### src/rtl/idxb_pkg.sv
package idxb_pkg;
  // bit 1: I/O window, bit 0: write
  typedef enum logic [1:0] {
    CYC_CFG_RD = 2'd0,
    CYC_CFG_WR = 2'd1,
    CYC_IO_RD  = 2'd2,
    CYC_IO_WR  = 2'd3
  } cyc_t;

  typedef enum logic [1:0] {
    ST_IDLE = 2'd0,
    ST_WAIT = 2'd1,
    ST_RESP = 2'd2
  } seq_st_t;

  localparam logic [1:0] SZ_BYTE = 2'd0;
  localparam logic [1:0] SZ_HALF = 2'd1;
endpackage

### src/rtl/idxb_token_reg.sv
module idxb_token_reg #(
  parameter int DATA_W = 32
) (
  input  logic              clk,
  input  logic              rst_n,
  input  logic              wr_en,
  input  logic [DATA_W-1:0] wr_data,
  output logic [DATA_W-1:0] token
);
  logic [DATA_W-1:0] token_q;
  logic [DATA_W-1:0] token_d;

  always_comb begin
    token_d = token_q;
    if (wr_en) token_d = wr_data;
  end

  always_ff @(posedge clk or negedge rst_n) begin
    if (!rst_n) token_q <= '0;
    else        token_q <= token_d;
  end

  assign token = token_q;

  // only an explicit load moves the token
  a_r1_token_hold: assert property (@(posedge clk) disable iff (!rst_n)
    !wr_en |=> $stable(token_q));
endmodule

### src/rtl/idxb_lane.sv
module idxb_lane import idxb_pkg::*; #(
  parameter  int DATA_W = 32,
  localparam int NB     = DATA_W / 8,
  localparam int LW     = $clog2(NB)
) (
  input  logic [1:0]        size,
  input  logic [LW-1:0]     lane,
  input  logic [DATA_W-1:0] wdata_in,
  input  logic [DATA_W-1:0] rdata_raw,
  input  logic              err,
  output logic [NB-1:0]     be,
  output logic [DATA_W-1:0] wdata_out,
  output logic [DATA_W-1:0] rdata_out
);
  logic [LW-1:0]     lane_eff;
  logic [NB-1:0]     be_base;
  logic [DATA_W-1:0] mask;
  logic [LW+2:0]     shamt;

  always_comb begin
    case (size)
      SZ_BYTE: begin
        lane_eff = lane;
        be_base  = NB'(1);
      end
      SZ_HALF: begin
        lane_eff = {lane[LW-1:1], 1'b0};
        be_base  = NB'(3);
      end
      default: begin
        lane_eff = '0;
        be_base  = '1;
      end
    endcase
  end

  // per-byte data mask follows the enabled lanes before shifting
  for (genvar i = 0; i < NB; i++) begin : g_mask
    assign mask[8*i +: 8] = {8{be_base[i]}};
  end

  assign shamt     = {lane_eff, 3'b000};
  assign be        = be_base << lane_eff;
  assign wdata_out = (wdata_in & mask) << shamt;
  assign rdata_out = err ? '1 : ((rdata_raw >> shamt) & mask);
endmodule

### src/rtl/idxb_seq.sv
module idxb_seq import idxb_pkg::*; #(
  parameter  int          AW      = 12,
  parameter  int          DATA_W  = 32,
  parameter  int          PORT_W  = 16,
  parameter  logic [11:0] TOK_OFS = 12'h064,
  parameter  logic [11:0] CFG_OFS = 12'h068,
  parameter  logic [11:0] IO_OFS  = 12'h06C,
  localparam int          NB      = DATA_W / 8,
  localparam int          LW      = $clog2(NB)
) (
  input  logic              clk,
  input  logic              rst_n,
  input  logic              h_req,
  input  logic              h_we,
  input  logic [AW-1:0]     h_addr,
  input  logic [1:0]        h_size,
  input  logic [DATA_W-1:0] h_wdata,
  input  logic [DATA_W-1:0] token,
  output logic              tok_we,
  output logic              h_ready,
  output logic [DATA_W-1:0] h_rdata,
  input  logic              d_ack,
  input  logic [DATA_W-1:0] lane_rdata,
  output logic              d_req,
  output cyc_t              cyc,
  output logic [DATA_W-1:0] d_addr,
  output logic [1:0]        size_q,
  output logic [LW-1:0]     lane_q,
  output logic [DATA_W-1:0] wdat_q
);
  localparam logic [AW-1:0] TOK_A = AW'(TOK_OFS);
  localparam logic [AW-1:0] CFG_A = AW'(CFG_OFS);
  localparam logic [AW-1:0] IO_A  = AW'(IO_OFS);

  seq_st_t           st_q, st_d;
  cyc_t              cyc_q, cyc_d;
  logic [DATA_W-1:0] addr_q, addr_d;
  logic [DATA_W-1:0] rdata_q, rdata_d;
  logic              launch, cap;
  logic              hit_tok, hit_cfg, hit_io;

  assign hit_tok = h_addr[AW-1:LW] == TOK_A[AW-1:LW];
  assign hit_cfg = h_addr[AW-1:LW] == CFG_A[AW-1:LW];
  assign hit_io  = h_addr[AW-1:LW] == IO_A[AW-1:LW];

  always_comb begin
    cyc_d  = cyc_t'({hit_io, h_we});
    addr_d = hit_io ? {{(DATA_W-PORT_W){1'b0}}, token[PORT_W-1:0]}
                    : {token[DATA_W-1:LW], {LW{1'b0}}};
  end

  always_comb begin
    st_d    = st_q;
    launch  = 1'b0;
    cap     = 1'b0;
    tok_we  = 1'b0;
    rdata_d = rdata_q;
    case (st_q)
      ST_IDLE: begin
        if (h_req) begin
          if (hit_cfg || hit_io) begin
            launch = 1'b1;
            st_d   = ST_WAIT;
          end else begin
            cap     = 1'b1;
            tok_we  = hit_tok && h_we;
            rdata_d = (hit_tok && !h_we) ? token : '0;
            st_d    = ST_RESP;
          end
        end
      end
      ST_WAIT: begin
        if (d_ack) begin
          cap     = 1'b1;
          rdata_d = cyc_q[0] ? '0 : lane_rdata;
          st_d    = ST_RESP;
        end
      end
      ST_RESP: st_d = ST_IDLE;
      default: st_d = ST_IDLE;
    endcase
  end

  always_ff @(posedge clk or negedge rst_n) begin
    if (!rst_n) st_q <= ST_IDLE;
    else        st_q <= st_d;
  end

  always_ff @(posedge clk or negedge rst_n) begin
    if (!rst_n) begin
      cyc_q  <= CYC_CFG_RD;
      addr_q <= '0;
      size_q <= '0;
      lane_q <= '0;
      wdat_q <= '0;
    end else if (launch) begin
      cyc_q  <= cyc_d;
      addr_q <= addr_d;
      size_q <= h_size;
      lane_q <= h_addr[LW-1:0];
      wdat_q <= h_wdata;
    end
  end

  always_ff @(posedge clk or negedge rst_n) begin
    if (!rst_n)   rdata_q <= '0;
    else if (cap) rdata_q <= rdata_d;
  end

  assign h_ready = st_q == ST_RESP;
  assign h_rdata = rdata_q;
  assign d_req   = st_q == ST_WAIT;
  assign cyc     = cyc_q;
  assign d_addr  = addr_q;

  // completion follows the downstream ack by one cycle
  a_r8_ready_after_ack: assert property (@(posedge clk) disable iff (!rst_n)
    d_req && d_ack |=> h_ready);
  // a waiting cycle never completes by itself
  a_r8_wait_until_ack: assert property (@(posedge clk) disable iff (!rst_n)
    d_req && !d_ack |=> d_req);
endmodule

### src/rtl/idxb_bridge.sv
module idxb_bridge import idxb_pkg::*; #(
  parameter  int AW     = 12,
  parameter  int DATA_W = 32,
  parameter  int PORT_W = 16,
  localparam int NB     = DATA_W / 8,
  localparam int LW     = $clog2(NB)
) (
  input  logic              clk,
  input  logic              rst_n,
  input  logic              h_req,
  input  logic              h_we,
  input  logic [AW-1:0]     h_addr,
  input  logic [1:0]        h_size,
  input  logic [DATA_W-1:0] h_wdata,
  output logic              h_ready,
  output logic [DATA_W-1:0] h_rdata,
  output logic              d_req,
  output logic [1:0]        d_type,
  output logic [DATA_W-1:0] d_addr,
  output logic [NB-1:0]     d_be,
  output logic [DATA_W-1:0] d_wdata,
  input  logic              d_ack,
  input  logic              d_err,
  input  logic [DATA_W-1:0] d_rdata
);
  logic [1:0]        rst_sync_q;
  logic              rst_n_s;
  logic              tok_we;
  logic [DATA_W-1:0] token;
  logic [DATA_W-1:0] lane_rdata;
  logic [1:0]        size_q;
  logic [LW-1:0]     lane_q;
  logic [DATA_W-1:0] wdat_q;
  cyc_t              cyc;

  always_ff @(posedge clk or negedge rst_n) begin
    if (!rst_n) rst_sync_q <= 2'b00;
    else        rst_sync_q <= {rst_sync_q[0], 1'b1};
  end
  assign rst_n_s = rst_sync_q[1];

  idxb_token_reg #(.DATA_W(DATA_W)) u_tok (
    .clk     (clk),
    .rst_n   (rst_n_s),
    .wr_en   (tok_we),
    .wr_data (h_wdata),
    .token   (token)
  );

  idxb_seq #(.AW(AW), .DATA_W(DATA_W), .PORT_W(PORT_W)) u_seq (
    .clk        (clk),
    .rst_n      (rst_n_s),
    .h_req      (h_req),
    .h_we       (h_we),
    .h_addr     (h_addr),
    .h_size     (h_size),
    .h_wdata    (h_wdata),
    .token      (token),
    .tok_we     (tok_we),
    .h_ready    (h_ready),
    .h_rdata    (h_rdata),
    .d_ack      (d_ack),
    .lane_rdata (lane_rdata),
    .d_req      (d_req),
    .cyc        (cyc),
    .d_addr     (d_addr),
    .size_q     (size_q),
    .lane_q     (lane_q),
    .wdat_q     (wdat_q)
  );

  idxb_lane #(.DATA_W(DATA_W)) u_lane (
    .size      (size_q),
    .lane      (lane_q),
    .wdata_in  (wdat_q),
    .rdata_raw (d_rdata),
    .err       (d_err),
    .be        (d_be),
    .wdata_out (d_wdata),
    .rdata_out (lane_rdata)
  );

  assign d_type = cyc;

  // request fields frozen while waiting
  a_r8_req_stable: assert property (@(posedge clk) disable iff (!rst_n_s)
    d_req && !d_ack |=> $stable(d_addr) && $stable(d_type) && $stable(d_be) && $stable(d_wdata));
  // ready is a single-cycle pulse and never overlaps a request
  a_r8_ready_pulse: assert property (@(posedge clk) disable iff (!rst_n_s)
    h_ready |=> !h_ready);
  a_r8_no_ready_in_req: assert property (@(posedge clk) disable iff (!rst_n_s)
    d_req |-> !h_ready);
  // enables form a byte, a halfword or a word
  a_r4_be_shape: assert property (@(posedge clk) disable iff (!rst_n_s)
    d_req |-> ($countones(d_be) == 1 || $countones(d_be) == 2 || $countones(d_be) == 4));
  // port cycles carry no upper address bits
  a_r3_io_upper_zero: assert property (@(posedge clk) disable iff (!rst_n_s)
    d_req && d_type[1] |-> d_addr[DATA_W-1:PORT_W] == '0);
  // configuration cycles are word aligned
  a_r2_cfg_aligned: assert property (@(posedge clk) disable iff (!rst_n_s)
    d_req && !d_type[1] |-> d_addr[LW-1:0] == '0);
endmodule

### config.mk
export PLATFORM = sky130hd
export DESIGN_NAME = idxb_bridge
export DESIGN_NICKNAME = d
export VERILOG_FILES = /design/src/rtl/idxb_pkg.sv /design/src/rtl/idxb_token_reg.sv /design/src/rtl/idxb_lane.sv /design/src/rtl/idxb_seq.sv /design/src/rtl/idxb_bridge.sv
export SDC_FILE = /design/constraint.sdc
export NUM_CORES = 1
export LEC_CHECK = 0
export BUFFER_PORTS_ARGS = -buffer_cell sky130_fd_sc_hd__buf_2
export CORE_UTILIZATION = 54
export DETAILED_ROUTE_END_ITERATION = 10
export GPL_ROUTABILITY_DRIVEN = 0
export HOLD_SLACK_MARGIN = 0.06
export PLACE_DENSITY = 0.93
export SKIP_LAST_GASP = 1
export SLEW_MARGIN = 20
export SYNTH_ARGS = -nofsm -noshare
export SYNTH_HDL_FRONTEND = slang
export SYNTH_HIERARCHICAL = 1
export SYNTH_SLANG_ARGS = --single-unit
export TNS_END_PERCENT = 20
### constraint.sdc
create_clock -name clk -period 5.77 [get_ports clk]
set_clock_uncertainty 0.15 [all_clocks]
set_input_delay 0.2885 -clock clk [delete_from_list [all_inputs] [get_ports clk]]
set_output_delay 0.2885 -clock clk [all_outputs]
set_load 0.05 [all_outputs]
==> impl_metrics.tcl, run 1 <==
set metrics [dict create \
    finalCritPeriodShare_pct 52.9 \
    num_vias 5955 \
    grtUsageMet1_pct 41.5 \
    clockPowerShare_pct 45.0 \
    power_frac_seq_pct 41.5 \
    setup_total_negative_slack_ps 0 \
    synth_to_final_area_change_pct 25.8 \
    overall_routed_net_length_um 21300 \
    groute.layer.met3.usage_pct 6.35 \
    worstSkewPairLatency_ps 430 \
    netlist_area_um2 7250 \
    globalRouteTotalUtil_pct 31.4 \
    synthesis.yosys.warnings 6 \
    fillCellCount 917 \
    outcome "finished clean" \
    cts_inserted_buffers 17 \
    hold_crit_class "flop to asynchronous set/reset pin" \
    slew_headroom_pct 43.6 \
    synth_enable_flop_cells 0 \
    post_placement_cell_area_um2 8080 \
    achievable-frequency_mhz 328 \
    h_tree_lvl_count 4 \
    instance_count_of_the_mapped_netlist 596 \
    hold_viol_final 0 \
    die-width_um 118 \
    grt_util_met2_pct 50.5 \
    detail_route.first_pass.iterations 7 \
    multi_input_comb_area_um2 3380 \
    grt_first_pass_wirelength_um 32900 \
    synth_top_area_share_pct 47.6 \
    rows 41 \
    synth_cell_types 48 \
    tightest_slew_ps 846 \
    critPathCaptureType "primary output" \
    synth.top_cells.by_count "sky130_fd_sc_hd__dfrtp_1 (138), sky130_fd_sc_hd__mux2_4 (97), sky130_fd_sc_hd__nand2_1 (51), sky130_fd_sc_hd__a21oi_1 (48), sky130_fd_sc_hd__a22oi_1 (37)" \
    top_fanout_value_on_the_critical_path 27 \
    yosysMostFrequentCell "sky130_fd_sc_hd__dfrtp_1" \
    gr-total-overflow 0 \
    timing.critical_path.slowest_stage_cell "sky130_fd_sc_hd__dfrtp_1" \
    pin_count_of_the_biggest_net_entering_global_routing 78 \
    reg2reg_setup_slack_ps 3200 \
    worst_setup_path_start_kind "flop" \
    ctsLongestPathBuffers 2 \
    power_report.internal_total_uw 1820 \
    tritoncts "built" \
    post_route_minimum_period_ps 3050 \
    final_cell_area_um2 9120 \
    timing.final.setup_violations 0 \
    crit_required_ps 5330 \
    cts.root.buffer_cell "sky130_fd_sc_hd__clkbuf_16" \
    async_reset_ff_share_pct 100 \
    die_area_um2 13900 \
    path_buf_inv 1 \
    pwr_density_cell_nw_per_um2 274 \
    start_util_pct 56.3 \
    numPortBuffers 187 \
    area.sequential_um2 3460 \
    pin_count 188 \
    path_cells "nand2b_1, nor2_2, a22o_1, buf_2" \
    rsz0062_at_grt "no" \
    detail_route.iter0.violations 694 \
    globalRoute.busiestLayer "met2" \
    fp.coreArea_um2 12900 \
    drcViolationCount 0 \
    post_synthesis_sequential_area_ratio_pct 47.6 \
    detailed_place_hpwl_um 14500 \
    slew_viol_final 0 \
    final_cells 986 \
    largest_stage_delay_on_the_critical_path_ps 890 \
    cp_top_family "flip-flops" \
    layout-drive-gt1-share_pct 42.2 \
    avgSynthCellArea_um2 12.2 \
    placedCellCount 912 \
    final_nets 884 \
    swShare_pct 27.0 \
    vias_per_cell 6.04 \
    switching_power_uw 676 \
    cts.repair_timing.setup_buffer_count 0 \
    floorplan.die.height_um 118 \
    synth_seq_cells 138 \
    tritoncts_num_sinks 138 \
    cp_data_arrival_time_ps 2610 \
    maxCapViolations 0 \
    synth-main-ff-cell "sky130_fd_sc_hd__dfrtp_1" \
    crit_type "flop to primary output" \
    clk_pin_slew_worst_paths_ps 60 \
    synth.largest_area_cell "sky130_fd_sc_hd__dfrtp_1" \
    synth.top_cells.by_area "sky130_fd_sc_hd__dfrtp_1 (48%), sky130_fd_sc_hd__mux2_4 (20%), sky130_fd_sc_hd__a22oi_1 (3.8%)" \
    wl_per_cell_um 21.6 \
    antenna_left 0 \
    fin_worst_hold_slack_ps 128 \
    grt_pass1_vias 5875 \
    synthesis.nets 680 \
    post-layout-total-power_uw 2500 \
    vdd.ir_drop.worst_uv 187 \
    p_leak_uw 0.00466 \
    combPwrFrac_pct 13.5 \
    antenna_found_initial 2 \
]
[power by group through the flow]
stage	logic (uW)	clock network (uW)	registers [uW]
3_5_place_dp	305	0	1060
6_report	337	1130	1040
5_1_grt	354	1190	1040
2_1_floorplan	90.7	0	1160
3_3_place_gp	299	0	1060
4_1_cts	327	1140	1040
[worst paths after layout]
path,end,start,depth (start not counted)
hold / removal,u_seq/d_addr[0],rst_sync_q[1],0
max in group asynchronous,u_seq/h_rdata[22],rst_sync_q[1],1
setup / recovery,d_wdata[23],u_seq/lane_q[1],4
hold reg to reg,u_seq/d_addr[0],rst_sync_q[1],0
min in group clk,u_seq/d_addr[1],h_addr[2],3
setup reg to reg,u_seq/wdat_q[16],u_seq/st_q[1],4
[layer usage]
metal  part of all wire, %  vias to the layer above  wire [um]
li1                      -                     2587          -
met1                    41                     2962       8720
met2                    48                      361      10200
met3                   8.4                       45       1790
met4                   3.1                        0        652
met5                     0                        -          0
[through the flow]
step	setup slack, ps	util (%)
after CTS	2760	70.7
after floorplan	1490	-
after global placement	2880	62.8
final	2720	70.8
after global routing	2560	70.8
after detailed placement	2840	62.8
[cell type report]
cell class	count	area share [%]
sequential	138	37.9
inverter	6	0.247
clock buffer	22	5.20
timing repair buffer	237	15.6
clock inverter	10	1.54
multi-input combinational	400	37.1
tap	172	2.36
antenna	1	0.0274
[flip-flops by register name, indices dropped and copies added, names as in the netlist]
signal,count
u_seq/cyc,2
u_tok/token,32
u_seq/st_q,2
u_seq/lane_q,2
u_seq/size_q,2
rst_sync_q,2
u_seq/h_rdata,32
u_seq/d_addr,32
u_seq/wdat_q,32
[logic make-up after synthesis]
| kind of cell | share of synthesized area [%] |
|---|---|
| compound gates | 14.8 |
| simple gates | 10.5 |
| flops | 47.6 |
| mux | 21.0 |
| buf+inv | 6.09 |
| other cells | 0.0517 |
[cells in the final DEF (no fill, tap or decap), types with 3 or more instances in the layout]
| cell type | synthesis | final |
|---|---|---|
| sky130_fd_sc_hd__a21oi_1 | 48 | 48 |
| sky130_fd_sc_hd__a221o_1 | 8 | 8 |
| sky130_fd_sc_hd__a22o_1 | 19 | 19 |
| sky130_fd_sc_hd__a22oi_1 | 37 | 37 |
| sky130_fd_sc_hd__a31oi_1 | 8 | 8 |
| sky130_fd_sc_hd__a32oi_1 | 5 | 5 |
| sky130_fd_sc_hd__and2_1 | 8 | 8 |
| sky130_fd_sc_hd__and4bb_2 | 4 | 4 |
| sky130_fd_sc_hd__buf_2 | 13 | 187 |
| sky130_fd_sc_hd__buf_4 | 4 | 9 |
| sky130_fd_sc_hd__bufinv_16 | 0 | 3 |
| sky130_fd_sc_hd__clkbuf_16 | 0 | 17 |
| sky130_fd_sc_hd__clkbuf_8 | 0 | 3 |
| sky130_fd_sc_hd__clkinvlp_4 | 0 | 3 |
| sky130_fd_sc_hd__dfrtp_1 | 138 | 136 |
| sky130_fd_sc_hd__dlygate4sd3_1 | 0 | 40 |
| sky130_fd_sc_hd__inv_1 | 5 | 5 |
| sky130_fd_sc_hd__mux2_4 | 97 | 97 |
| sky130_fd_sc_hd__mux2i_1 | 3 | 3 |
| sky130_fd_sc_hd__nand2_1 | 51 | 51 |
| sky130_fd_sc_hd__nand2b_1 | 4 | 4 |
| sky130_fd_sc_hd__nor2_1 | 36 | 35 |
| sky130_fd_sc_hd__nor2b_1 | 18 | 18 |
| sky130_fd_sc_hd__nor4bb_1 | 4 | 4 |
| sky130_fd_sc_hd__o21ai_0 | 13 | 13 |
| sky130_fd_sc_hd__o221ai_1 | 7 | 7 |
| sky130_fd_sc_hd__o31ai_1 | 5 | 5 |
[repair_timing]
item	in CTS	in global routing
endpoints found under the hold margin	72	0
endpoints found under the setup margin	0	0
gates resized for setup	0	0
hold buffers	40	0
Power figures use the tool's default switching activity.
==> inputs of run 2 (changes only) <==
--- a/config.mk
+++ b/config.mk
@@ -6,11 +6,11 @@
 export NUM_CORES = 1
 export LEC_CHECK = 0
 export BUFFER_PORTS_ARGS = -buffer_cell sky130_fd_sc_hd__buf_2
-export CORE_UTILIZATION = 54
+export CORE_UTILIZATION = 48
 export DETAILED_ROUTE_END_ITERATION = 10
 export GPL_ROUTABILITY_DRIVEN = 0
 export HOLD_SLACK_MARGIN = 0.06
-export PLACE_DENSITY = 0.93
+export PLACE_DENSITY = 0.88
 export SKIP_LAST_GASP = 1
 export SLEW_MARGIN = 20
 export SYNTH_ARGS = -nofsm -noshare
==> constraint.sdc (replaced) <==
create_clock -name clk -period 2.73 [get_ports clk]
set_clock_uncertainty 0.15 [all_clocks]
set_input_delay 0.1365 -clock clk [delete_from_list [all_inputs] [get_ports clk]]
set_output_delay 0.1365 -clock clk [all_outputs]
set_load 0.05 [all_outputs]
==> run 2 against run 1 <==
The flow now finishes with violations (DRC). Largest cell class unchanged. Highest routed layer is now met5. Count of clock-buffer cells in the layout is the same. Utilization is 7.5 points lower. Sequential power is 110% higher. Worst hold slack got worse by 54 ps. Largest power group is now sequential cells. Via count down 0.50%. Die area rose by 12%. Combinational power up 120%.
==> impl_metrics.tcl, run 2 (same netlist as run 1, synthesis figures left out) <==
set metrics [dict create \
    outcome "finished with violations" \
    violations "DRC" \
    tightest_slew_ps 633 \
    hold_viol_final 0 \
    clk_pin_slew_worst_paths_ps 60 \
    cts.repair_timing.setup_buffer_count 0 \
    start_util_pct 49.5 \
    h_tree_lvl_count 4 \
    pwr_density_cell_nw_per_um2 550 \
    cts_repair_resize_count 0 \
    reg2reg_setup_slack_ps 540 \
    cp_data_arrival_time_ps 2210 \
    fp.coreArea_um2 14600 \
    worst_setup_path_start_kind "flop" \
    pin_count 188 \
    tritoncts "built" \
    tritoncts_num_sinks 138 \
    detail_route.iter0.violations 681 \
    p_leak_uw 0.00473 \
    detailed_place_hpwl_um 15000 \
    drcViolationCount 28 \
    rsz0062_at_grt "no" \
    critPathCaptureType "primary output" \
    crit_type "flop to primary output" \
    floorplan.die.height_um 125 \
    rows 44 \
    most_common_cell_after_layout_fill_and_taps_aside "sky130_fd_sc_hd__buf_2" \
    antenna_cells 0 \
    multi_input_comb_area_um2 3380 \
    fillCellCount 1112 \
    vias_per_cell 5.84 \
    setup_total_negative_slack_ps 0 \
    grt_first_pass_wirelength_um 33200 \
    overall_routed_net_length_um 21600 \
    area.sequential_um2 3460 \
    ctsLongestPathBuffers 2 \
    maxCapViolations 0 \
    post-layout-total-power_uw 5100 \
    post_route_minimum_period_ps 2500 \
    final_nets 902 \
    synth_to_final_area_change_pct 27.9 \
    timing.final.setup_violations 0 \
    achievable-frequency_mhz 400 \
    pin_count_of_the_biggest_net_entering_global_routing 87 \
    num_vias 5925 \
    top_fanout_value_on_the_critical_path 12 \
    antenna_found_initial 1 \
    detail_route.first_pass.iterations 9 \
    slew_headroom_pct 57.8 \
    cts_inserted_buffers 17 \
    die_area_um2 15600 \
    slew_viol_final 0 \
    vdd.ir_drop.worst_uv 429 \
    globalRouteTotalUtil_pct 28.2 \
    hold_crit_class "input pin to flop" \
    layout-drive-gt1-share_pct 42.0 \
    wl_per_cell_um 21.3 \
    layout_common_cells "sky130_fd_sc_hd__buf_2 (187), sky130_fd_sc_hd__dfrtp_1 (136), sky130_fd_sc_hd__mux2_4 (97)" \
    crit_required_ps 2440 \
    worstSkewPairLatency_ps 420 \
    finalCritPeriodShare_pct 91.5 \
    antenna_left 0 \
    gr-total-overflow 0 \
    cts.root.buffer_cell "sky130_fd_sc_hd__clkbuf_16" \
    numPortBuffers 187 \
    grt_pass1_vias 5824 \
    die-width_um 125 \
]
## run 2: cell count changes in the layout (fill, tap and decap cells not counted)
cell,before,now
sky130_fd_sc_hd__dlygate4sd3_1,40,51
sky130_fd_sc_hd__buf_4,9,13
sky130_fd_sc_hd__buf_12,1,4
sky130_fd_sc_hd__bufinv_16,3,1
sky130_fd_sc_hd__clkbuf_1,2,3
sky130_fd_sc_hd__clkbuf_8,3,2
sky130_fd_sc_hd__clkinv_2,2,3
sky130_fd_sc_hd__clkinv_4,1,2
sky130_fd_sc_hd__diode_2,1,0
## run 2: power by group
part | total, uW | internal (uW) | switching, uW
clock | 2180 | 1300 | 885
combinational | 737 | 234 | 504
sequential | 2180 | 2130 | 55.6
## run 2: per-layer routing
| layer | GRT usage (%) | up-vias | part of all wire [%] | wire length (um) |
|---|---|---|---|---|
| met5 | 0 | - | 0.046 | 10 |
| met4 | 12.0 | 2 | 3.4 | 729 |
| met3 | 7.13 | 62 | 9.6 | 2070 |
| met2 | 43.9 | 377 | 46 | 9870 |
| met1 | 37.4 | 2869 | 41 | 8940 |
| li1 | - | 2615 | - | - |
## run 2: final cells by class
type	instances	share of cell area, %
clock buffers	22	5.00
clock inverters	10	1.01
inverters	6	0.243
multi-input cells	400	36.5
flip-flops and latches	138	37.3
well taps	184	2.48
repair buffers	255	17.5
## run 2: path summary, 6_finish.rpt
| path | endpoint | depth (start not counted) | from |
|---|---|---|---|
| max | d_wdata[22] | 4 | u_seq/size_q[0] |
| min | u_seq/h_rdata[28] | 5 | d_rdata[28] |
| max reg2reg | u_seq/wdat_q[11] | 4 | u_seq/st_q[1] |
| min reg2reg | u_seq/st_q[0] | 1 | rst_sync_q[1] |
| max in group asynchronous | u_tok/token[10] | 1 | rst_sync_q[1] |
| min in group asynchronous | u_seq/st_q[0] | 1 | rst_sync_q[1] |
## run 2: through the flow
stage	setup slack, ps	hold WS, ps	cells	instance area [um^2]	utilization (%)
6_report	232	74.4	1015	9280	63.3
5_1_grt	138	107	1015	9280	63.3
4_1_cts	246	62.3	1015	9280	63.3
3_5_place_dp	323	-226	932	8210	56.0
3_3_place_gp	369	-227	932	8210	56.0
2_1_floorplan	287	-309	596	7250	-
## run 2: critical path: stages, from the launching register on
cell and delay, ps:
sky130_fd_sc_hd__dfrtp_1 520, sky130_fd_sc_hd__and2b_1 390, sky130_fd_sc_hd__nor2_2 390, sky130_fd_sc_hd__a22o_1 220, sky130_fd_sc_hd__buf_2 270
## run 2: repair_timing
action,4_1_cts,5_1_grt
hold buffers,51,0
hold endpoints to repair,84,0
endpoints found under the setup margin,0,0
==> inputs of run 3 (changes only) <==
--- a/config.mk
+++ b/config.mk
@@ -10,11 +10,10 @@
 export DETAILED_ROUTE_END_ITERATION = 10
 export GPL_ROUTABILITY_DRIVEN = 0
 export HOLD_SLACK_MARGIN = 0.06
-export PLACE_DENSITY = 0.88
+export PLACE_DENSITY = 0.77
 export SKIP_LAST_GASP = 1
 export SLEW_MARGIN = 20
 export SYNTH_ARGS = -nofsm -noshare
 export SYNTH_HDL_FRONTEND = slang
-export SYNTH_HIERARCHICAL = 1
 export SYNTH_SLANG_ARGS = --single-unit
-export TNS_END_PERCENT = 20
+export TNS_END_PERCENT = 10
==> run 3 against run 2 <==
The flow now finishes without violations. Utilization is 1.7 points higher. Final cell count is 3.1% higher. Critical endpoint is now d_wdata[1]. Non-clock buffer count is 1 lower. Die area is 4.8% lower. Highest routed layer is now met4. Area after synthesis is 4.9% lower. Sequential share of layout area is 0.90 points higher. Sequential power hardly changed. Clock power is 9.2% higher. First-iteration DRC count is 11% lower.
==> impl_metrics.tcl, run 3 <==
set metrics [dict create \
    outcome "finished clean" \
    synth-main-ff-cell "sky130_fd_sc_hd__dfrtp_1" \
    crit_type "flop to primary output" \
    place_worst_setup_slack_ps 587 \
    synth_top_area_share_pct 50.1 \
    globalRouteTotalUtil_pct 29.3 \
    floorplan.die.height_um 122 \
    drcViolationCount 0 \
    path_cells "buf_4, nor2b_1, buf_4, o21bai_1, and2_1, buf_2" \
    die-width_um 122 \
    cts_inserted_buffers 17 \
    synth_cell_types 35 \
    synth.top_cells.by_count "sky130_fd_sc_hd__dfrtp_1 (138), sky130_fd_sc_hd__a21oi_1 (81), sky130_fd_sc_hd__nor2_1 (60), sky130_fd_sc_hd__mux2_4 (52), sky130_fd_sc_hd__nand2_1 (47)" \
    wl_per_cell_um 20.0 \
    timing.critical_path.slowest_stage_cell "sky130_fd_sc_hd__o21bai_1" \
    antenna_left 0 \
    numPortBuffers 187 \
    yosysMostFrequentCell "sky130_fd_sc_hd__dfrtp_1" \
    fin_worst_hold_slack_ps 98.1 \
    maxCapViolations 0 \
    synth_to_final_area_change_pct 31.4 \
    synth.largest_area_cell "sky130_fd_sc_hd__dfrtp_1" \
    instance_count_of_the_mapped_netlist 636 \
    post_placement_cell_area_um2 7960 \
    hold_viol_final 0 \
    fillCellCount 1081 \
    rows 43 \
    layout-drive-gt1-share_pct 37.3 \
    pin_count_of_the_biggest_net_entering_global_routing 137 \
    detailed_place_hpwl_um 14100 \
    synth.top_cells.by_area "sky130_fd_sc_hd__dfrtp_1 (50%), sky130_fd_sc_hd__mux2_4 (11%), sky130_fd_sc_hd__a21oi_1 (5.9%)" \
    post-layout-total-power_uw 5280 \
    vdd.ir_drop.worst_uv 427 \
    fp.coreArea_um2 13900 \
    ctsLongestPathBuffers 2 \
    tritoncts_num_sinks 138 \
    rsz0062_at_grt "no" \
    final_cell_area_um2 9060 \
    antenna_found_initial 0 \
    most_common_cell_after_layout_fill_and_taps_aside "sky130_fd_sc_hd__buf_2" \
    final_nets 938 \
    grt_pass1_vias 5696 \
    multi_input_comb_area_um2 3180 \
    hold_crit_class "input pin to flop" \
    clk_pin_slew_worst_paths_ps 60 \
    overall_routed_net_length_um 20900 \
    pwr_density_cell_nw_per_um2 583 \
    slew_headroom_pct 51.3 \
    detail_route.first_pass.iterations 5 \
    synthesis.nets 720 \
    avgSynthCellArea_um2 10.8 \
    timing.final.setup_violations 0 \
    worst_path_most_repeated_cell "sky130_fd_sc_hd__buf_4" \
    layout_common_cells "sky130_fd_sc_hd__buf_2 (187), sky130_fd_sc_hd__dfrtp_1 (136), sky130_fd_sc_hd__a21oi_1 (81)" \
    setup_total_negative_slack_ps 0 \
    num_vias 6016 \
    cp_data_arrival_time_ps 2190 \
    cts_repair_resize_count 0 \
    tightest_slew_ps 731 \
    post_synthesis_sequential_area_ratio_pct 50.1 \
    async_reset_ff_share_pct 100 \
    tritoncts "built" \
    worst_setup_path_start_kind "flop" \
    gr-total-overflow 0 \
    cts.root.buffer_cell "sky130_fd_sc_hd__clkbuf_16" \
    achievable-frequency_mhz 403 \
    die_area_um2 14800 \
    h_tree_lvl_count 4 \
    area.sequential_um2 3460 \
    start_util_pct 49.5 \
    synth_seq_cells 138 \
    post_route_minimum_period_ps 2480 \
    p_leak_uw 0.00462 \
    slew_viol_final 0 \
    synth_enable_flop_cells 0 \
    timing.final.ws_setup_ps 250 \
    pin_count 188 \
    vias_per_cell 5.75 \
    synthesis.yosys.warnings 0 \
    crit_required_ps 2440 \
    netlist_area_um2 6900 \
    grt_first_pass_wirelength_um 32100 \
    critPathCaptureType "primary output" \
    top_fanout_value_on_the_critical_path 19 \
    finalCritPeriodShare_pct 90.8 \
    detail_route.iter0.violations 603 \
    antenna_cells 0 \
    largest_stage_delay_on_the_critical_path_ps 450 \
    worstSkewPairLatency_ps 430 \
]
[run 3: cell types whose count changed in the layout (fill, tap and decap cells not counted), sizes merged, moves of 16 or more]
cell	change
nand2b	+18
nor2	+23
a21oi	+33
o21ai	+29
nor2b	-17
mux2	-16
[run 3: kinds of logic after synthesis]
family	count (synthesis)	share of synthesized area [%]
AND/OR/NAND/NOR	164	12.1
buffers and inverters	56	3.99
AO/OA/AOI/OAI	185	16.0
multiplexers	92	17.7
flip-flops	138	50.1
other	1	0.0544
[run 3: final cells by class]
class / instances / area share (%)
Clock buffer: 25 / 5.47
Multi-Input combinational cell: 442 / 35.1
Clock inverter: 6 / 1.23
Timing Repair Buffer: 254 / 17.5
Sequential cell: 138 / 38.2
Inverter: 1 / 0.0414
Tap cell: 180 / 2.49
[run 3: path summary, 6_finish.rpt]
check	startpoint	cells after the start	to	slack (ps)
max	u_seq.size_q[0]	6	d_wdata[1]	250
min	d_rdata[31]	5	u_seq.h_rdata[31]	100
max reg2reg	u_seq.st_q[0]	4	u_seq.wdat_q[8]	680
min reg2reg	rst_sync_q[0]	0	rst_sync_q[1]	200
max in group asynchronous	rst_sync_q[1]	1	u_seq.size_q[1]	1570
min in group asynchronous	rst_sync_q[1]	1	u_seq.d_addr[25]	260
[run 3: power breakdown]
group          leakage, uW  internal [uW]  switching, uW  total (uW)
sequential         0.00186           2130           56.3        2180
combinational      0.00247            234            489         722
clock             0.000294           1530            849        2380
total              0.00462           3890           1390        5280
[run 3: layer usage]
layer,global-route usage (%),wire [um],vias to the layer above
li1,-,-,2724
met1,41.1,8930,2906
met2,43.6,9500,337
met3,7.54,1930,49
met4,10.7,512,0
met5,0,0,-
[run 3: repair_timing]
action	CTS	global route
buffers inserted	0	0
hold endpoints to repair	82	0
hold buffers	49	0
[run 3: critical path: cells and delay by family, from the launching register on]
family                 cells  cell delay, ps
and+or+nand+nor            2             310
DFF                        1             340
buffers and inverters      3             670
AOI/OAI and AO/OA          1             450
[run 3: through the flow]
stage	util (%)	cells
6_report	65.0	1046
5_1_grt	65.0	1046
4_1_cts	65.0	1046
3_5_place_dp	57.1	966
3_3_place_gp	57.1	966
2_1_floorplan	-	636
